### config.mk
export PLATFORM = sky130hd
export DESIGN_NAME = dbg_brk_counter
export DESIGN_NICKNAME = d
export VERILOG_FILES = /design/src/rtl/dbc_pkg.sv /design/src/rtl/dbc_fsm.sv /design/src/rtl/dbc_count.sv /design/src/rtl/dbc_pc_match.sv /design/src/rtl/dbg_brk_counter.sv
export SDC_FILE = /design/constraint.sdc
export NUM_CORES = 1
export LEC_CHECK = 0
export ABC_AREA = 0
export BUFFER_PORTS_ARGS = -buffer_cell sky130_fd_sc_hd__buf_4
export CAP_MARGIN = 40
export CORE_MARGIN = 4
export CORE_UTILIZATION = 56
export CTS_BUF_LIST = sky130_fd_sc_hd__clkbuf_4 sky130_fd_sc_hd__clkbuf_8
export CTS_CLUSTER_DIAMETER = 40
export CTS_CLUSTER_SIZE = 14
export DETAILED_ROUTE_END_ITERATION = 8
export PLACE_DENSITY = 0.92
export SKIP_LAST_GASP = 1
export SLEW_MARGIN = 20
export SYNTH_ARGS = -nofsm -noshare
export SYNTH_HDL_FRONTEND = slang
export SYNTH_SLANG_ARGS = --single-unit
### constraint.sdc
create_clock -name clk -period 7.1 [get_ports clk]
set_clock_uncertainty 0.05 [all_clocks]
set_input_delay 1.065 -clock clk [delete_from_list [all_inputs] [get_ports clk]]
set_output_delay 1.065 -clock clk [all_outputs]
set_load 0.05 [all_outputs]
### src/rtl/dbc_pkg.sv
package dbc_pkg;

    typedef enum logic [1:0] {
        MODE_CYC = 2'b00,
        MODE_CD  = 2'b01,
        MODE_PC  = 2'b10,
        MODE_OFF = 2'b11
    } mode_e;

    typedef enum logic [2:0] {
        ST_OFF,
        ST_HALT,
        ST_CYC_RUN,
        ST_CYC_SAT,
        ST_CD_RUN,
        ST_CD_DONE,
        ST_PC_WATCH
    } state_e;

    function automatic state_e run_state(input mode_e m);
        state_e s;
        unique case (m)
            MODE_CYC: s = ST_CYC_RUN;
            MODE_CD:  s = ST_CD_RUN;
            MODE_PC:  s = ST_PC_WATCH;
            default:  s = ST_OFF;
        endcase
        return s;
    endfunction

    function automatic mode_e state_mode(input state_e s);
        mode_e m;
        unique case (s)
            ST_CYC_RUN, ST_CYC_SAT: m = MODE_CYC;
            ST_CD_RUN, ST_CD_DONE:  m = MODE_CD;
            ST_PC_WATCH:            m = MODE_PC;
            default:                m = MODE_OFF;
        endcase
        return m;
    endfunction

endpackage

### src/rtl/dbc_fsm.sv
module dbc_fsm
    import dbc_pkg::*;
(
    input  logic   clk,
    input  logic   rst,
    input  logic   dbg_mode,
    input  mode_e  mode,
    input  logic   byte_dec,
    input  logic   cnt_zero,
    output state_e state,
    output logic   ld_max,
    output logic   run_dec,
    output logic   byte_dec_en,
    output logic   cd_fire,
    output logic   brk_q
);

    state_e state_q, state_d;
    logic   mode_match;

    assign state      = state_q;
    assign mode_match = (state_mode(state_q) == mode);

    // state register
    always_ff @(posedge clk) begin
        if (rst) begin
            state_q <= ST_OFF;
            brk_q   <= 1'b0;
        end else begin
            state_q <= state_d;
            brk_q   <= cd_fire;
        end
    end

    // transitions
    always_comb begin
        state_d = state_q;
        if (dbg_mode) begin
            state_d = ST_HALT;                          // debug entry
        end else begin
            unique case (state_q)
                ST_HALT:     state_d = run_state(mode); // debug exit
                ST_CYC_RUN:  if (!mode_match) state_d = run_state(mode);
                             else if (cnt_zero) state_d = ST_CYC_SAT;
                ST_CYC_SAT:  if (!mode_match) state_d = run_state(mode);
                             else if (!cnt_zero) state_d = ST_CYC_RUN;
                ST_CD_RUN:   if (!mode_match) state_d = run_state(mode);
                             else if (cnt_zero) state_d = ST_CD_DONE;
                ST_CD_DONE:  if (!mode_match) state_d = run_state(mode);
                ST_PC_WATCH: if (!mode_match) state_d = run_state(mode);
                ST_OFF:      if (!mode_match) state_d = run_state(mode);
                default:     state_d = ST_OFF;
            endcase
        end
    end

    // outputs
    always_comb begin
        ld_max      = 1'b0;
        run_dec     = 1'b0;
        cd_fire     = 1'b0;
        byte_dec_en = dbg_mode && byte_dec && !cnt_zero;
        if (!dbg_mode) begin
            unique case (state_q)
                ST_HALT:    ld_max  = (mode == MODE_CYC);
                ST_CYC_RUN: run_dec = mode_match && !cnt_zero;
                ST_CD_RUN: begin
                    run_dec = mode_match && !cnt_zero;
                    cd_fire = mode_match && cnt_zero;
                end
                default: ;
            endcase
        end
    end

    AST_BRK_SINGLE: assert property (@(posedge clk) disable iff (rst)
        brk_q |=> !brk_q);
    AST_FIRE_NOT_DEBUG: assert property (@(posedge clk) disable iff (rst)
        $rose(brk_q) |-> !$past(dbg_mode));
    AST_HALT_ON_DEBUG: assert property (@(posedge clk) disable iff (rst)
        dbg_mode |=> (state_q == ST_HALT));

endmodule

### src/rtl/dbc_count.sv
module dbc_count #(
    parameter int W = 16
) (
    input  logic         clk,
    input  logic         rst,
    input  logic         wr_en,
    input  logic [W-1:0] wr_data,
    input  logic         ld_max,
    input  logic         dec_en,
    output logic [W-1:0] cnt,
    output logic         cnt_zero
);

    localparam logic [W-1:0] CNT_ONE = {{(W-1){1'b0}}, 1'b1};
    localparam logic [W-1:0] CNT_MAX = {W{1'b1}};

    logic [W-1:0] cnt_q;

    always_ff @(posedge clk) begin
        if (rst)          cnt_q <= '0;
        else if (wr_en)   cnt_q <= wr_data;
        else if (ld_max)  cnt_q <= CNT_MAX;
        else if (dec_en && cnt_q != '0) cnt_q <= cnt_q - CNT_ONE;
    end

    assign cnt      = cnt_q;
    assign cnt_zero = (cnt_q == '0);

    AST_WRITE_WINS: assert property (@(posedge clk) disable iff (rst)
        wr_en |=> (cnt_q == $past(wr_data)));
    AST_ONLY_DOWN: assert property (@(posedge clk) disable iff (rst)
        (!wr_en && !ld_max) |=> (cnt_q <= $past(cnt_q)));
    AST_NO_WRAP: assert property (@(posedge clk) disable iff (rst)
        (cnt_q == '0 && !wr_en && !ld_max) |=> (cnt_q == '0));
    AST_EXIT_MAX: assert property (@(posedge clk) disable iff (rst)
        (ld_max && !wr_en) |=> (cnt_q == CNT_MAX));

endmodule

### src/rtl/dbc_pc_match.sv
module dbc_pc_match #(
    parameter int W = 16
) (
    input  logic [W-1:0] pc,
    input  logic [W-1:0] cnt,
    input  logic         insn_start,
    input  logic         armed,
    output logic         hit
);

    assign hit = armed && insn_start && (pc == cnt);

endmodule

### src/rtl/dbg_brk_counter.sv
module dbg_brk_counter
    import dbc_pkg::*;
#(
    parameter int CNT_W = 16
) (
    input  logic             clk,
    input  logic             rst,
    input  logic             dbg_mode,
    input  logic [1:0]       mode_sel,
    input  logic             wr_en,
    input  logic [CNT_W-1:0] wr_data,
    input  logic             byte_dec,
    input  logic [CNT_W-1:0] pc,
    input  logic             insn_start,
    output logic             brk_req,
    output logic [CNT_W-1:0] rd_data
);

    mode_e            mode;
    state_e           state;
    logic             ld_max, run_dec, byte_dec_en, cd_fire, brk_q;
    logic             cnt_zero, pc_hit, pc_armed;
    logic [CNT_W-1:0] cnt;

    assign mode = mode_e'(mode_sel);

    dbc_fsm u_fsm (
        .clk         (clk),
        .rst         (rst),
        .dbg_mode    (dbg_mode),
        .mode        (mode),
        .byte_dec    (byte_dec),
        .cnt_zero    (cnt_zero),
        .state       (state),
        .ld_max      (ld_max),
        .run_dec     (run_dec),
        .byte_dec_en (byte_dec_en),
        .cd_fire     (cd_fire),
        .brk_q       (brk_q)
    );

    dbc_count #(.W(CNT_W)) u_count (
        .clk      (clk),
        .rst      (rst),
        .wr_en    (wr_en),
        .wr_data  (wr_data),
        .ld_max   (ld_max),
        .dec_en   (run_dec | byte_dec_en),
        .cnt      (cnt),
        .cnt_zero (cnt_zero)
    );

    assign pc_armed = !dbg_mode && (state == ST_PC_WATCH) && (mode == MODE_PC);

    dbc_pc_match #(.W(CNT_W)) u_match (
        .pc         (pc),
        .cnt        (cnt),
        .insn_start (insn_start),
        .armed      (pc_armed),
        .hit        (pc_hit)
    );

    assign brk_req = (brk_q | pc_hit) & ~dbg_mode;
    assign rd_data = ~cnt;

    AST_DEBUG_FREEZE: assert property (@(posedge clk) disable iff (rst)
        (dbg_mode && !wr_en && !byte_dec) |=> $stable(cnt));
    AST_PC_NO_DEC: assert property (@(posedge clk) disable iff (rst)
        (state == ST_PC_WATCH && !wr_en && !byte_dec) |=> $stable(cnt));
    AST_OFF_QUIET: assert property (@(posedge clk) disable iff (rst)
        (state == ST_OFF) |-> !brk_req);

endmodule

==> results of run 1 <==
## registers in the layout, indices dropped and copies added, names as in the netlist
signal,cells
u_count.cnt,16
u_fsm.brk_q,1
u_fsm.state,3
## worst max-delay path by stage
| stage | end | slack [ps] |
|---|---|---|
| 6_report | brk_req | 3860 |
| 5_1_grt | brk_req | 3730 |
| 4_1_cts | brk_req | 3860 |
| 3_5_place_dp | brk_req | 3860 |
| 3_3_place_gp | brk_req | 3890 |
| 2_1_floorplan | brk_req | 3520 |
## layout by cell type, fill, tap and decap left out, types with 2 or more instances in the layout
cell type / n
nor3_1: 12
a211oi_1: 10
dfxtp_1: 20
and3b_1: 2
a41oi_1: 2
clkbuf_4: 3
o32ai_1: 4
nor2_1: 14
inv_1: 25
o32ai_2: 2
xnor2_1: 22
buf_4: 58
nand2_1: 11
nand3_1: 5
nand4_1: 6
nand2b_1: 4
or4_1: 4
nor4_1: 6
nor3b_1: 3
o21ai_0: 6
o22ai_1: 7
a31oi_1: 5
a21oi_1: 19
ha_1: 4
## critical path, stage by stage
cell and delay (ps):
buf_4 140, inv_1 80, ha_1 190, nand3_1 80, nor3_1 180, a21oi_1 80
nor2_1 90, buf_4 200
## per-stage QoR
step	cells	worst slack (ps)	total power, mW	instance area, um2
final	306	3860	0.376	2140
after global routing	306	3730	0.391	2140
after floorplan	228	3520	0.253	1710
after detailed placement	302	3860	0.305	2110
after CTS	306	3860	0.373	2140
after global placement	301	3890	0.300	2100
## cell type report
| type | count | share of cell area, % |
|---|---|---|
| Inverter | 25 | 4.38 |
| Clock buffer | 4 | 1.69 |
| Tap cell | 31 | 1.81 |
| Sequential cell | 20 | 18.7 |
| Multi-Input combinational cell | 168 | 53.2 |
| Timing Repair Buffer | 58 | 20.3 |
## cell usage after synthesis (all sizes together), types with 6 or more instances
master and number:
a211oi 10, a21oi 19, clkbuf 10, dfxtp 20, inv 25, nand2 12
nand4 6, nor2 14, nor3 12, nor4 6, o21ai 7, o22ai 7
o32ai 6, xnor2 22
## power breakdown
group / switching (mW) / internal, mW / total, mW / leakage [nW]
Clock: 0.0408 / 0.0314 / 0.0722 / 0.0210
Sequential: 0.0185 / 0.122 / 0.141 / 0.166
Combinational: 0.0961 / 0.0673 / 0.163 / 0.683
Total: 0.155 / 0.221 / 0.376 / 0.871
## logic make-up after synthesis
| group | after synthesis |
|---|---|
| buf+inv | 40 |
| flops | 20 |
| fa+ha+maj | 4 |
| compound gates | 69 |
| xor+xnor | 22 |
| simple gates | 73 |
## metal layers
layer,track usage [%],vias to the layer above,wire [um]
li1,-,933,-
met1,33.1,901,2130
met2,43.1,94,2430
met3,4.62,11,401
met4,7.01,0,78
met5,0,-,0
==> impl_metrics.csv, run 1 <==
group,metric,value,unit
worst_setup_path,worstSetupStartpoint,"mode_sel[0]",
yosys,synthAdderAreaFrac,2.93,%
pwr,peakVddDrop,0.000117,V
hold_path,hold_path_end,"u_count.cnt[15]$_SDFFE_PP0P_",
yosys,ys_top_cells_by_area,"dfxtp_1 23%, xnor2_1 11%, a21oi_1 5.6%",
detailed_routing,vias_per_cell,6.34,
global_route,grt_pass1_wl,8380,um
worst_setup_path,r2r_slack,4430,ps
floorplanning,io_pins,57,
sta,worstMarginPinSlew,678,ps
placed_design,io_buffers,56,
yosys,synth-xor-area-share,11.3,%
sta,period_share,45.7,%
layout,n_antenna_cell,0,
detailed_routing,routed_wl,5040,um
layout,post-route-util,75.8,%
yosys,netlist_area,1710,um2
clocking,cts_hold_repair.buffers,0,
floorplanning,die_area,4000,um2
floorplanning,die_height,63.3,um
global_route,antenna_found_initial,0,
layout,multi_input_area,1140,um2
clocking,postCtsSetupBuffers,0,
detailed_routing,drt-initial-drc-count,208,
detailed_routing,drtAntennaViolNets,0,
global_route,grt_max_degree,21,
yosys,synth_top_area_cell,"dfxtp_1",
clocking,cts-root-buf,"clkbuf_4",
layout,layout-area-overhead-vs-synth,25.4,%
sta,setup_tns,0,ps
yosys,ys_seq_elements,20,
yosys,synth_compound_area_share,29.0,%
worst_setup_path,startpoint_type,"primary input",
yosys,yosysWarnings,0,
clocking,cts_buffers,3,
hold_path,min_from,"u_count.cnt[15]$_SDFFE_PP0P_",
floorplanning,die_w,63.3,um
layout,fill_cells,220,
placed_design,place_congestion,0.955,
worst_setup_path,end_kind,"output port",
yosys,syn_nets,272,
hold_path,hold_depth,2,
worst_setup_path,worstPathArrival,2130,ps
worst_setup_path,ff2ff_path_depth,5,
yosys,seq_area_frac_synth,23.4,%
worst_setup_path,path_class,"primary input to output port",
clocking,cts.path.max_buffers,2,
job,drv_cap,0,
worst_setup_path,crit_fanout,11,
sta,hold_slack,493,ps
floorplanning,fp-row-count,19,
hold_path,min_path_type,"flop to flop",
global_route,grt_usage,25.5,%
clocking,clk_pin_slew_worst_paths,130,ps
sta,hold_viol_final,0,
sta,maxSlewViolCount,0,
yosys,async_reset_ff_share,0,%
sta,setup_violations,0,
yosys,ys_types,47,
floorplanning,coreArea,2830,um2
worst_setup_path,timing.rr.end,"u_count.cnt[3]$_SDFFE_PP0P_",
yosys,synth_top_area_share,23.4,%
detailed_routing,wl_per_cell,16.5,um
clocking,clock_latency,320,ps
detailed_routing,vias,1939,
detailed_routing,first_pass_iters,5,
detailed_routing,drc,0,
clocking,cts_sinks,20,
yosys,synthCells,228,
clocking,post_cts_resize_count,0,
sta,period_minus_slack,3240,ps
sta,rsz0062_at_grt,"false",
layout,drive_above_1_share,25.8,%
yosys,synth_edf_count,0,
sta,relSlewSlack,54.7,%
layout,finalNetCount,320,
sta,fmax,0.308,GHz
yosys,synth.area.mux_share,0,%
yosys,synth_top_family_by_area,"compound AO/OA/AOI/OAI gates",
yosys,synth_ff_type,"dfxtp_1",
pwr,p_leak,0.871,nW
floorplanning,start_util,60.5,%
placed_design,dp_hpwl,3840,um
global_route,gr-total-overflow,0,
worst_setup_path,r2r-start,"u_count.cnt[6]$_SDFFE_PP0P_",
yosys,synth_area_per_cell,7.50,um2
layout,regArea,400,um2
outcome,outcome,"completed",
clocking,cts_tree,"yes",
clocking,cts-htree-levels,1,
yosys,synth-simple-area-share,23.5,%
pwr,power_density,175,nW/um2
global_route,grt_pass1_vias,1806,
worst_setup_path,critical_path_required,5980,ps
Power figures use the tool's default switching activity.
==> inputs of run 2 (changes only) <==
--- a/config.mk
+++ b/config.mk
@@ -9,12 +9,12 @@
 export BUFFER_PORTS_ARGS = -buffer_cell sky130_fd_sc_hd__buf_4
 export CAP_MARGIN = 40
 export CORE_MARGIN = 4
-export CORE_UTILIZATION = 56
+export CORE_UTILIZATION = 52
 export CTS_BUF_LIST = sky130_fd_sc_hd__clkbuf_4 sky130_fd_sc_hd__clkbuf_8
 export CTS_CLUSTER_DIAMETER = 40
 export CTS_CLUSTER_SIZE = 14
 export DETAILED_ROUTE_END_ITERATION = 8
-export PLACE_DENSITY = 0.92
+export PLACE_DENSITY = 0.87
 export SKIP_LAST_GASP = 1
 export SLEW_MARGIN = 20
 export SYNTH_ARGS = -nofsm -noshare
==> constraint.sdc (replaced) <==
create_clock -name clk -period 3 [get_ports clk]
set_clock_uncertainty 0.05 [all_clocks]
set_input_delay 0.45 -clock clk [delete_from_list [all_inputs] [get_ports clk]]
set_output_delay 0.45 -clock clk [all_outputs]
set_load 0.05 [all_outputs]
==> impl_metrics.csv, run 2 (synthesis gave the netlist of run 1 again) <==
group,metric,value,unit
outcome,outcome,"completed",
sta,maxSlewViolCount,0,
worst_setup_path,crit_slowest_cell,"or4_1",
placed_design,place_congestion,0.945,
global_route,grt_pass1_wl,8250,um
sta,worstMarginPinSlew,656,ps
detailed_routing,first_pass_iters,9,
global_route,grt_max_degree,21,
clocking,cts_hold_repair.buffers,0,
floorplanning,coreArea,3100,um2
clocking,post_cts_resize_count,0,
worst_setup_path,worstPathArrival,2780,ps
floorplanning,io_pins,57,
sta,fmax,0.384,GHz
global_route,grt_usage,24.3,%
clocking,cts_buffers,3,
worst_setup_path,crit_fanout,9,
detailed_routing,routed_wl,5080,um
clocking,postCtsSetupBuffers,0,
clocking,cts-root-buf,"clkbuf_4",
layout,layout_commonest_cell,"buf_4",
sta,setup_violations,0,
global_route,grt_pass1_vias,1819,
worst_setup_path,slowest_delay,680,ps
clocking,cts_tree,"yes",
floorplanning,die_w,65.4,um
global_route,antenna_found_initial,0,
worst_setup_path,crit_family,"simple AND/OR/NAND/NOR gates",
sta,rsz0062_at_grt,"false",
worst_setup_path,critical_path_required,3170,ps
layout,finalNetCount,320,
job,drv_cap,0,
clocking,cts-htree-levels,1,
floorplanning,start_util,55.1,%
sta,hold_viol_final,0,
placed_design,place_inst,315,
floorplanning,fp-row-count,20,
placed_design,dp_hpwl,3920,um
detailed_routing,drc,0,
layout,mostFrequentLayoutCells,"58 x buf_4, 25 x inv_1, 22 x xnor2_1, 20 x dfxtp_1, 19 x a21oi_1",
worst_setup_path,end_kind,"flop",
layout,drive_above_1_share,25.8,%
clocking,clock_latency,300,ps
worst_setup_path,path_class,"flop to flop",
worst_setup_path,cp_cell_sequence,"or4_1 -> or4_4 -> a21bo_1 -> nand2_4 -> a211oi_1",
layout,layout-area-overhead-vs-synth,26.3,%
detailed_routing,wl_per_cell,15.9,um
floorplanning,die_height,65.4,um
sta,setup_tns,0,ps
global_route,gr-total-overflow,0,
hold_path,min_path_type,"primary input to flop",
floorplanning,die_area,4270,um2
layout,fin_cells,319,
clocking,cts.path.max_buffers,2,
pwr,peakVddDrop,0.000291,V
detailed_routing,drt-initial-drc-count,153,
clocking,clk_pin_slew_worst_paths,120,ps
detailed_routing,drtAntennaViolNets,0,
sta,period_minus_slack,2610,ps
clocking,cts_sinks,20,
worst_setup_path,crit_buf_inv,0,
sta,relSlewSlack,56.2,%
pwr,power_density,407,nW/um2
placed_design,io_buffers,56,
pwr,p_leak,0.871,nW
worst_setup_path,startpoint_type,"flop",
sta,period_share,86.9,%
layout,largest_register_ffs,16,
layout,n_antenna_cell,0,
detailed_routing,vias_per_cell,5.99,
detailed_routing,vias,1912,
run 2: final timing paths:
| kind | to | cells after the start | startpoint | slack, ps |
|---|---|---|---|---|
| setup reg to reg | u_count.cnt[14]$_SDFFE_PP0P_ | 5 | u_count.cnt[6]$_SDFFE_PP0P_ | 390 |
| setup / recovery | u_count.cnt[14]$_SDFFE_PP0P_ | 5 | u_count.cnt[6]$_SDFFE_PP0P_ | 390 |
| hold reg to reg | u_count.cnt[15]$_SDFFE_PP0P_ | 2 | u_count.cnt[15]$_SDFFE_PP0P_ | 500 |
| hold / removal | u_fsm.state[2]$_SDFFE_PP0P_ | 2 | dbg_mode | 320 |
run 2: cell type report:
type	instances	area, um2
clock buffer	4	36.3
multi-input combinational	168	1140
sequential	20	400
timing repair buffer	58	435
tap	44	55.1
fill	289	942
inverter	25	93.8
run 2: report_power, final:
group,internal (mW),switching [mW]
logic,0.159,0.229
clock network,0.0740,0.0863
registers,0.290,0.0423
total,0.523,0.358
run 2: through the flow:
stage / worst slack (ps) / util (%) / total power, mW / instance area, um2 / hold slack [ps]
finish: 394 / 69.6 / 0.880 / 2160 / 318
CTS: 427 / 69.6 / 0.878 / 2160 / 314
floorplan: 339 / - / 0.599 / 1710 / 421
detailed placement: 455 / 68.5 / 0.721 / 2120 / 483
global placement: 518 / 68.5 / 0.716 / 2120 / 455
global route: 305 / 69.6 / 0.929 / 2160 / 320
run 2: routing by layer:
| layer | wire length (um) | share of wire [%] | track usage (%) | vias to the layer above |
|---|---|---|---|---|
| met3 | 614 | 12 | 4.10 | 8 |
| li1 | - | - | - | 929 |
| met1 | 2120 | 42 | 34.6 | 842 |
| met4 | 60 | 1.2 | 6.48 | 0 |
| met5 | 0 | 0 | 0 | - |
| met2 | 2280 | 45 | 37.8 | 133 |
